--- src/rtl/rob_pkg.sv ---
package rob_pkg;
   typedef enum logic [1:0] {
      RK_IDLE     = 2'd0,
      RK_RETIRE   = 2'd1,
      RK_REDIRECT = 2'd2,
      RK_TRAP     = 2'd3
   } retire_kind_e;
endpackage

--- src/rtl/rob_ptrs.sv ---
module rob_ptrs #(
   parameter int DEPTH = 16
) (
   input  logic                     clk,
   input  logic                     rst_n,
   input  logic                     push,
   input  logic                     pop,
   input  logic                     flush,
   output logic [$clog2(DEPTH)-1:0] wr_idx,
   output logic [$clog2(DEPTH)-1:0] rd_idx,
   output logic                     full,
   output logic                     empty
);
   localparam int IW = $clog2(DEPTH);
   localparam int PW = IW + 1;

   generate
      if (DEPTH < 2 || (DEPTH & (DEPTH - 1)) != 0) begin : g_bad_depth
         $error("rob_ptrs: DEPTH must be a power of two, at least 2");
      end
   endgenerate

   logic [PW-1:0] head_q, tail_q, head_d, tail_d, occ;

   always_comb begin
      head_d = head_q + PW'(pop);
      tail_d = flush ? head_d : tail_q + PW'(push);
   end

   always_ff @(posedge clk) begin
      if (!rst_n) begin
         head_q <= '0;
         tail_q <= '0;
      end else begin
         head_q <= head_d;
         tail_q <= tail_d;
      end
   end

   assign wr_idx = tail_q[IW-1:0];
   assign rd_idx = head_q[IW-1:0];
   assign empty  = (head_q == tail_q);
   assign full   = (head_q[IW] != tail_q[IW]) && (head_q[IW-1:0] == tail_q[IW-1:0]);
   assign occ    = tail_q - head_q;

   assert_no_overflow_R2: assert property (@(posedge clk) disable iff (!rst_n)
      push |-> !full);
   assert_no_underflow_R4: assert property (@(posedge clk) disable iff (!rst_n)
      pop |-> !empty);
   assert_occupancy_bound_R2: assert property (@(posedge clk) disable iff (!rst_n)
      occ <= PW'(DEPTH));
   assert_flush_empties_R7: assert property (@(posedge clk) disable iff (!rst_n)
      flush |=> empty);
endmodule

--- src/rtl/rob_entries.sv ---
module rob_entries #(
   parameter int DEPTH   = 16,
   parameter int REG_AW  = 5,
   parameter int DATA_W  = 32,
   parameter int PC_W    = 32,
   parameter int CAUSE_W = 4
) (
   input  logic                     clk,
   input  logic                     rst_n,
   input  logic                     alloc_en,
   input  logic [$clog2(DEPTH)-1:0] alloc_idx,
   input  logic [REG_AW-1:0]        alloc_dst,
   input  logic                     alloc_wr,
   input  logic                     alloc_st,
   input  logic [PC_W-1:0]          alloc_pc,
   input  logic                     wb_en,
   input  logic [$clog2(DEPTH)-1:0] wb_idx,
   input  logic [DATA_W-1:0]        wb_data,
   input  logic [PC_W-1:0]          wb_aux,
   input  logic                     wb_mis,
   input  logic                     wb_exc,
   input  logic [CAUSE_W-1:0]       wb_cause,
   input  logic                     free_en,
   input  logic                     flush_all,
   input  logic [$clog2(DEPTH)-1:0] head_idx,
   input  logic [$clog2(DEPTH)-1:0] fwd_idx,
   output logic                     h_live,
   output logic [REG_AW-1:0]        h_dst,
   output logic                     h_wr,
   output logic                     h_st,
   output logic [PC_W-1:0]          h_pc,
   output logic [DATA_W-1:0]        h_data,
   output logic [PC_W-1:0]          h_aux,
   output logic                     h_mis,
   output logic                     h_exc,
   output logic [CAUSE_W-1:0]       h_cause,
   output logic                     fwd_hit,
   output logic [DATA_W-1:0]        fwd_data
);
   localparam int IW = $clog2(DEPTH);

   logic               busy_v  [DEPTH];
   logic               ready_v [DEPTH];
   logic [REG_AW-1:0]  dst_v   [DEPTH];
   logic               wr_v    [DEPTH];
   logic               st_v    [DEPTH];
   logic [PC_W-1:0]    pc_v    [DEPTH];
   logic [DATA_W-1:0]  data_v  [DEPTH];
   logic [PC_W-1:0]    aux_v   [DEPTH];
   logic               mis_v   [DEPTH];
   logic               exc_v   [DEPTH];
   logic [CAUSE_W-1:0] cause_v [DEPTH];

   generate
      for (genvar g = 0; g < DEPTH; g++) begin : g_slot
         logic               busy_q, ready_q, wr_q, st_q, mis_q, exc_q;
         logic [REG_AW-1:0]  dst_q;
         logic [PC_W-1:0]    pc_q, aux_q;
         logic [DATA_W-1:0]  data_q;
         logic [CAUSE_W-1:0] cause_q;
         logic               hit_alloc, hit_wb, hit_free;

         assign hit_alloc = alloc_en && (alloc_idx == IW'(g));
         assign hit_wb    = wb_en && (wb_idx == IW'(g)) && busy_q;
         assign hit_free  = free_en && (head_idx == IW'(g));

         always_ff @(posedge clk) begin
            if (!rst_n || flush_all) begin
               busy_q  <= 1'b0;
               ready_q <= 1'b0;
            end else begin
               if (hit_free) begin
                  busy_q  <= 1'b0;
                  ready_q <= 1'b0;
               end
               if (hit_alloc) begin
                  busy_q  <= 1'b1;
                  ready_q <= 1'b0;
               end
               if (hit_wb) begin
                  ready_q <= 1'b1;
               end
            end
         end

         always_ff @(posedge clk) begin
            if (!rst_n) begin
               dst_q   <= '0;
               wr_q    <= 1'b0;
               st_q    <= 1'b0;
               pc_q    <= '0;
               data_q  <= '0;
               aux_q   <= '0;
               mis_q   <= 1'b0;
               exc_q   <= 1'b0;
               cause_q <= '0;
            end else begin
               if (hit_alloc) begin
                  dst_q <= alloc_dst;
                  wr_q  <= alloc_wr;
                  st_q  <= alloc_st;
                  pc_q  <= alloc_pc;
                  mis_q <= 1'b0;
                  exc_q <= 1'b0;
               end
               if (hit_wb) begin
                  data_q  <= wb_data;
                  aux_q   <= wb_aux;
                  mis_q   <= wb_mis;
                  exc_q   <= wb_exc;
                  cause_q <= wb_cause;
               end
            end
         end

         assign busy_v[g]  = busy_q;
         assign ready_v[g] = ready_q;
         assign dst_v[g]   = dst_q;
         assign wr_v[g]    = wr_q;
         assign st_v[g]    = st_q;
         assign pc_v[g]    = pc_q;
         assign data_v[g]  = data_q;
         assign aux_v[g]   = aux_q;
         assign mis_v[g]   = mis_q;
         assign exc_v[g]   = exc_q;
         assign cause_v[g] = cause_q;
      end
   endgenerate

   assign h_live   = busy_v[head_idx] && ready_v[head_idx];
   assign h_dst    = dst_v[head_idx];
   assign h_wr     = wr_v[head_idx];
   assign h_st     = st_v[head_idx];
   assign h_pc     = pc_v[head_idx];
   assign h_data   = data_v[head_idx];
   assign h_aux    = aux_v[head_idx];
   assign h_mis    = mis_v[head_idx];
   assign h_exc    = exc_v[head_idx];
   assign h_cause  = cause_v[head_idx];
   assign fwd_hit  = busy_v[fwd_idx] && ready_v[fwd_idx];
   assign fwd_data = data_v[fwd_idx];

   assert_alloc_free_slot_R2: assert property (@(posedge clk) disable iff (!rst_n)
      alloc_en |-> !busy_v[alloc_idx]);
   assert_wb_marks_ready_R3: assert property (@(posedge clk) disable iff (!rst_n)
      (wb_en && busy_v[wb_idx] && !flush_all && !(free_en && head_idx == wb_idx))
      |=> ready_v[$past(wb_idx)]);
   assert_fresh_slot_not_ready_R3: assert property (@(posedge clk) disable iff (!rst_n)
      (alloc_en && !flush_all) |=> !ready_v[$past(alloc_idx)]);
endmodule

--- src/rtl/rob_retire.sv ---
module rob_retire
   import rob_pkg::*;
#(
   parameter int              PC_W        = 32,
   parameter logic [PC_W-1:0] TRAP_VECTOR = '0
) (
   input  logic            h_live,
   input  logic            h_wr,
   input  logic            h_st,
   input  logic            h_mis,
   input  logic            h_exc,
   input  logic [PC_W-1:0] h_aux,
   output retire_kind_e    kind,
   output logic            retire,
   output logic            reg_we,
   output logic            st_we,
   output logic            flush,
   output logic            trap,
   output logic [PC_W-1:0] redirect
);
   always_comb begin
      if (!h_live)    kind = RK_IDLE;
      else if (h_exc) kind = RK_TRAP;
      else if (h_mis) kind = RK_REDIRECT;
      else            kind = RK_RETIRE;
   end

   assign retire   = (kind != RK_IDLE);
   assign reg_we   = (kind == RK_RETIRE || kind == RK_REDIRECT) && h_wr;
   assign st_we    = (kind == RK_RETIRE || kind == RK_REDIRECT) && h_st;
   assign trap     = (kind == RK_TRAP);
   assign flush    = (kind == RK_TRAP) || (kind == RK_REDIRECT);
   assign redirect = (kind == RK_TRAP) ? TRAP_VECTOR : h_aux;
endmodule

--- src/rtl/rob_core.sv ---
module rob_core #(
   parameter int                  DEPTH       = 16,
   parameter int                  REG_AW      = 5,
   parameter int                  DATA_W      = 32,
   parameter int                  PC_W        = 32,
   parameter int                  CAUSE_W     = 4,
   parameter logic [PC_W-1:0]     TRAP_VECTOR = PC_W'(32'h0000_0180)
) (
   input  logic                     clk,
   input  logic                     rst_n,
   input  logic                     alloc_valid,
   input  logic [REG_AW-1:0]        alloc_dst,
   input  logic                     alloc_wr,
   input  logic                     alloc_st,
   input  logic [PC_W-1:0]          alloc_pc,
   output logic                     alloc_ready,
   output logic [$clog2(DEPTH)-1:0] alloc_tag,
   input  logic                     wb_valid,
   input  logic [$clog2(DEPTH)-1:0] wb_tag,
   input  logic [DATA_W-1:0]        wb_data,
   input  logic [PC_W-1:0]          wb_aux,
   input  logic                     wb_mispred,
   input  logic                     wb_exc,
   input  logic [CAUSE_W-1:0]       wb_cause,
   input  logic [$clog2(DEPTH)-1:0] fwd_tag,
   output logic                     fwd_valid,
   output logic [DATA_W-1:0]        fwd_data,
   output logic                     commit_valid,
   output logic                     commit_reg_we,
   output logic                     commit_st_we,
   output logic [REG_AW-1:0]        commit_dst,
   output logic [DATA_W-1:0]        commit_data,
   output logic [PC_W-1:0]          commit_pc,
   output logic [PC_W-1:0]          commit_aux,
   output logic                     flush,
   output logic [PC_W-1:0]          redirect_pc,
   output logic                     exc_valid,
   output logic [CAUSE_W-1:0]       exc_cause
);
   import rob_pkg::*;
   localparam int IW = $clog2(DEPTH);

   generate
      if (REG_AW < 1 || DATA_W < 1 || PC_W < 1 || CAUSE_W < 1) begin : g_bad_width
         $error("rob_core: all widths must be positive");
      end
   endgenerate

   logic          full, empty, do_alloc;
   logic [IW-1:0] tail_idx, head_idx;
   logic          h_live, h_wr, h_st, h_mis, h_exc;
   logic [PC_W-1:0] h_aux;
   retire_kind_e  kind;

   assign alloc_ready = !full && !flush;
   assign do_alloc    = alloc_valid && alloc_ready;
   assign alloc_tag   = tail_idx;

   rob_ptrs #(.DEPTH(DEPTH)) u_ptrs (
      .clk    (clk),
      .rst_n  (rst_n),
      .push   (do_alloc),
      .pop    (commit_valid),
      .flush  (flush),
      .wr_idx (tail_idx),
      .rd_idx (head_idx),
      .full   (full),
      .empty  (empty)
   );

   rob_entries #(
      .DEPTH(DEPTH), .REG_AW(REG_AW), .DATA_W(DATA_W), .PC_W(PC_W), .CAUSE_W(CAUSE_W)
   ) u_slots (
      .clk       (clk),
      .rst_n     (rst_n),
      .alloc_en  (do_alloc),
      .alloc_idx (tail_idx),
      .alloc_dst (alloc_dst),
      .alloc_wr  (alloc_wr),
      .alloc_st  (alloc_st),
      .alloc_pc  (alloc_pc),
      .wb_en     (wb_valid),
      .wb_idx    (wb_tag),
      .wb_data   (wb_data),
      .wb_aux    (wb_aux),
      .wb_mis    (wb_mispred),
      .wb_exc    (wb_exc),
      .wb_cause  (wb_cause),
      .free_en   (commit_valid),
      .flush_all (flush),
      .head_idx  (head_idx),
      .fwd_idx   (fwd_tag),
      .h_live    (h_live),
      .h_dst     (commit_dst),
      .h_wr      (h_wr),
      .h_st      (h_st),
      .h_pc      (commit_pc),
      .h_data    (commit_data),
      .h_aux     (h_aux),
      .h_mis     (h_mis),
      .h_exc     (h_exc),
      .h_cause   (exc_cause),
      .fwd_hit   (fwd_valid),
      .fwd_data  (fwd_data)
   );

   assign commit_aux = h_aux;

   rob_retire #(.PC_W(PC_W), .TRAP_VECTOR(TRAP_VECTOR)) u_retire (
      .h_live   (h_live),
      .h_wr     (h_wr),
      .h_st     (h_st),
      .h_mis    (h_mis),
      .h_exc    (h_exc),
      .h_aux    (h_aux),
      .kind     (kind),
      .retire   (commit_valid),
      .reg_we   (commit_reg_we),
      .st_we    (commit_st_we),
      .flush    (flush),
      .trap     (exc_valid),
      .redirect (redirect_pc)
   );

   assert_empty_no_retire_R4: assert property (@(posedge clk) disable iff (!rst_n)
      empty |-> !commit_valid && !fwd_valid);
   assert_trap_silent_R8: assert property (@(posedge clk) disable iff (!rst_n)
      exc_valid |-> (!commit_reg_we && !commit_st_we && flush));
   assert_trap_single_cycle_R8: assert property (@(posedge clk) disable iff (!rst_n)
      exc_valid |=> !exc_valid);
   assert_no_issue_on_flush_R9: assert property (@(posedge clk) disable iff (!rst_n)
      flush |-> !alloc_ready);
   assert_redirect_target_R7: assert property (@(posedge clk) disable iff (!rst_n)
      (flush && !exc_valid) |-> (redirect_pc == commit_aux));
endmodule

--- config.mk ---
export PLATFORM = sky130hd
export DESIGN_NAME = rob_core
export DESIGN_NICKNAME = d
export VERILOG_FILES = /design/src/rtl/rob_pkg.sv /design/src/rtl/rob_ptrs.sv /design/src/rtl/rob_entries.sv /design/src/rtl/rob_retire.sv /design/src/rtl/rob_core.sv
export SDC_FILE = /design/constraint.sdc
export NUM_CORES = 2
export LEC_CHECK = 0
export ABC_AREA = 1
export BUFFER_PORTS_ARGS = -buffer_cell sky130_fd_sc_hd__buf_2
export CAP_MARGIN = 5
export CELL_PAD_IN_SITES_DETAIL_PLACEMENT = 1
export CELL_PAD_IN_SITES_GLOBAL_PLACEMENT = 1
export CORE_ASPECT_RATIO = 0.75
export CORE_MARGIN = 3
export CORE_UTILIZATION = 46
export DETAILED_ROUTE_END_ITERATION = 6
export PLACE_DENSITY_LB_ADDON = 0.1
export SYNTH_ARGS = -nofsm -noshare
export SYNTH_HDL_FRONTEND = slang
export SYNTH_SLANG_ARGS = --single-unit
--- constraint.sdc ---
create_clock -name clk -period 3.48 [get_ports clk]
set_input_delay 0.696 -clock clk [delete_from_list [all_inputs] [get_ports clk]]
set_output_delay 0.696 -clock clk [all_outputs]
set_load 0.01 [all_outputs]
==> run_results.csv <==
group,metric,value,unit
synthesis,synth_cell_type_count,31,
die,die_h,367,µm
timing,fmax,254,MHz
synthesis,synth_compound_area_share,24.9,%
synthesis,muxShareOfSynthArea,0,%
synthesis,syn_nets,11235,
placement,gp_congestion,0.857,
synthesis,synth_top_family_by_area,"compound AO/OA/AOI/OAI gates",
global_routing,overflow,0,
timing,fin_crit,3.93,ns
layout,area_growth,18.8,%
synthesis,synthSimpleGateAreaFrac,23.6,%
synthesis,avgSynthCellArea,7.18,µm²
die,fp.dieW,487,µm
timing,finClkSkew,0.0191,ns
power_and_ir_drop,p_per_area,461,mW/mm²
layout,num-nets-final,11005,
clocking,ctsHtreeMaxLevel,4,
setup_path,end_kind,"output port",
global_routing,grt_pass1_vias,87277,
global_routing,antenna_found_initial,58,
setup_path,crit_path_max_fanout,12,
placement,detailed_place_hpwl,202000,µm
synthesis,synth_seq_area_share,44.8,%
worst_hold_path,hp-class,"input port to register",
route,wirelength,396000,µm
worst_hold_path,hp-start,"wb_aux[3]",
placement,port_buffers,300,
synthesis,netlist_instances,11107,
synthesis,ys_ff_latch,1786,
timing,slew_headroom,36.4,%
power_and_ir_drop,peakVddDrop,0.479,mV
route,drt_iter0_markers,11627,
timing,final-hold-violation-count,0,
global_routing,gr-usage-all-layers,41.4,%
setup_path,path_cells,"buf_6 -> nor2_4 -> buf_12 -> a22oi_1 -> nand2_1 -> nand2_1 -> nand4_1 -> nand2_2 -> nor2_4 -> ha_4 -> buf_12 -> buf_12 -> buf_6 -> a21oi_2 -> buf_2",
route,dr.pass1.iters,7,
clocking,cts.sinks,1786,
die,dieArea,0.178,mm²
flow_run,maxCapViolations,0,
timing,setup_viol,168,
route,drc,0,
die,start_util,46.6,%
setup_path,crit_type,"register to output port",
synthesis,netlist_area,0.0797,mm²
clocking,cts_tree,"yes",
setup_path,r2r_start,"u_ptrs.head_q[1]",
synthesis,yosysTopAreaCell,"dfxtp_1",
setup_path,cp-start-kind,"register",
global_routing,grt_pass1_wl,569000,µm
timing,post-route-period-util,113,%
setup_path,crit_path_start,"u_ptrs.head_q[1]",
clocking,clk_pin_slew,0.07,ns
die,num_rows,131,
clocking,cts_buffers,180,
timing,fin_ws,-0.454,ns
synthesis,synth_area_leaders,"dfxtp_1, nor2_1, o21ai_0, nand2_1, a22oi_1",
setup_path,path_common_cell,"buf_12",
setup_path,cp.required,2.78,ns
route,wl_per_cell,29.7,µm
synthesis,synthXorXnorAreaFrac,0.0439,%
layout,drive_gt1_share,13.5,%
setup_path,arrival,3.24,ns
timing,drv_slew,0,
clocking,cts_buffer_depth,3,
synthesis,synthAdderAreaFrac,0.110,%
clocking,clk_latency,0.84,ns
power_and_ir_drop,p_leak,0.0341,µW
die,fp.coreArea,0.171,mm²
setup_path,cpMaxStageDelayCell,"dfxtp_4",
die,ios,301,
synthesis,yosysTopAreaCellShare,44.8,%
timing,finalSetupTns,-27.55,ns
route,ant_nets,0,
route,vias,88790,
run_status,failed_checks,"setup timing",
global_routing,grt_max_degree,231,
placement,placedCellCount,12796,
route,vias_per_cell,6.67,
layout,stdcell_count,13310,
clocking,cts-root-buf,"clkbuf_16",
run_status,outcome,"finished with violations",
setup_path,slowest_delay,0.37,ns
synthesis,ys_warn_count,0,
timing,rsz0062_at_grt,"true",
timing,tightest_slew,0.953,ns
==> final cells by class <==
cell class	count	area, µm²
clock inverter	40	429
timing repair buffer	724	8730
inverter	123	556
timing repair inverter	1	8.76
antenna	34	85.1
clock buffer	280	5560
sequential	1786	35800
tap	2261	2830
fill	20851	76400
multi-input combinational	8061	40800
==> flip-flops by register name, indices dropped and copies added (netlist names), 64 cells and up <==
name,flops
u_slots.g_slot.aux_q,512
u_slots.g_slot.data_q,512
u_slots.g_slot.pc_q,512
u_slots.g_slot.dst_q,80
u_slots.g_slot.cause_q,64
==> through the flow <==
step	area (µm²)	total power [µW]	hold slack, ns	setup WS [ns]	util, %
detailed placement	83300	23600	0.455	0.0403	48.7
CTS	91800	43500	0.229	-0.377	53.6
global route	94700	44700	0.277	-0.513	55.3
global placement	83300	23500	0.450	0.0837	48.7
floorplan	79700	22600	0.444	0.328	-
finish	94700	43600	0.274	-0.454	55.4
==> critical path: cells and delay by family (launching register included) <==
| kind | cells | cell delay, ns |
|---|---|---|
| AOI/OAI and AO/OA | 2 | 0.11 |
| buffers and inverters | 6 | 0.92 |
| DFF | 1 | 0.37 |
| adders and majority gates | 1 | 0.19 |
| and+or+nand+nor | 6 | 0.79 |
==> final timing paths <==
kind / slack (ns) / cells past startpoint / endpoint
worst min register to register: 0.46 / 2 / u_slots.g_slot[5].pc_q[21]
worst min-delay path: 0.27 / 3 / u_slots.g_slot[9].aux_q[3]
worst max register to register: -0.09 / 19 / u_slots.g_slot[2].pc_q[6]
worst max-delay path: -0.45 / 15 / redirect_pc[2]
==> power breakdown <==
group,switching (µW),internal (µW)
logic,1970,696
clock network,8860,11500
registers,67.3,20500
total,10900,32700
==> repair_timing <==
| item | CTS | global route |
|---|---|---|
| cloned | 41 | 37 |
| hold endpoints to repair | 0 | 0 |
| resized for setup | 299 | 443 |
| hold buffers | 0 | 0 |
| setup endpoints to repair | 143 | 258 |
| pin swaps | 64 | 193 |
| setup buffers | 46 | 45 |
==> cells in the final DEF (no fill, tap or decap), drive strengths merged, types with 47 or more instances in the layout <==
master / instances
o21ai: 1505
o22ai: 47
dfxtp: 1786
a22oi: 620
o221ai: 97
a21oi: 809
clkbuf: 311
inv: 123
buf: 688
nand3: 773
nor2: 2486
a22o: 222
nand2: 1343
nand4: 75
==> synthesized netlist by cell type (all sizes together) <==
master  instances
inv           119
ha              7
xnor2           2
dfxtp        1786
clkbuf        869
nand4          75
o21ai        1505
buf           268
o221ai         97
nor2         2486
clkinv          4
a22oi         620
or2             2
o211ai         31
nor3            3
nand2        1343
a21o           37
a21oi         809
o22ai          47
nand3         773
xor2            2
a22o          222
==> metal layers <==
metal | share of wire, % | track usage (%) | vias up
met3 | 12 | 9.95 | 1266
met2 | 43 | 61.3 | 5516
li1 | - | - | 37455
met5 | 0.043 | 0 | -
met1 | 41 | 56.5 | 44527
met4 | 5.1 | 19.7 | 26
==> logic make-up after synthesis <==
| kind of cell | count (synthesis) |
|---|---|
| AOI/OAI and AO/OA | 3368 |
| xor gates and xnor gates | 4 |
| adders and majority gates | 7 |
| buffers and inverters | 1260 |
| DFF | 1786 |
| and+or+nand+nor | 4682 |
Note: power is estimated with default switching activity, not from simulation.
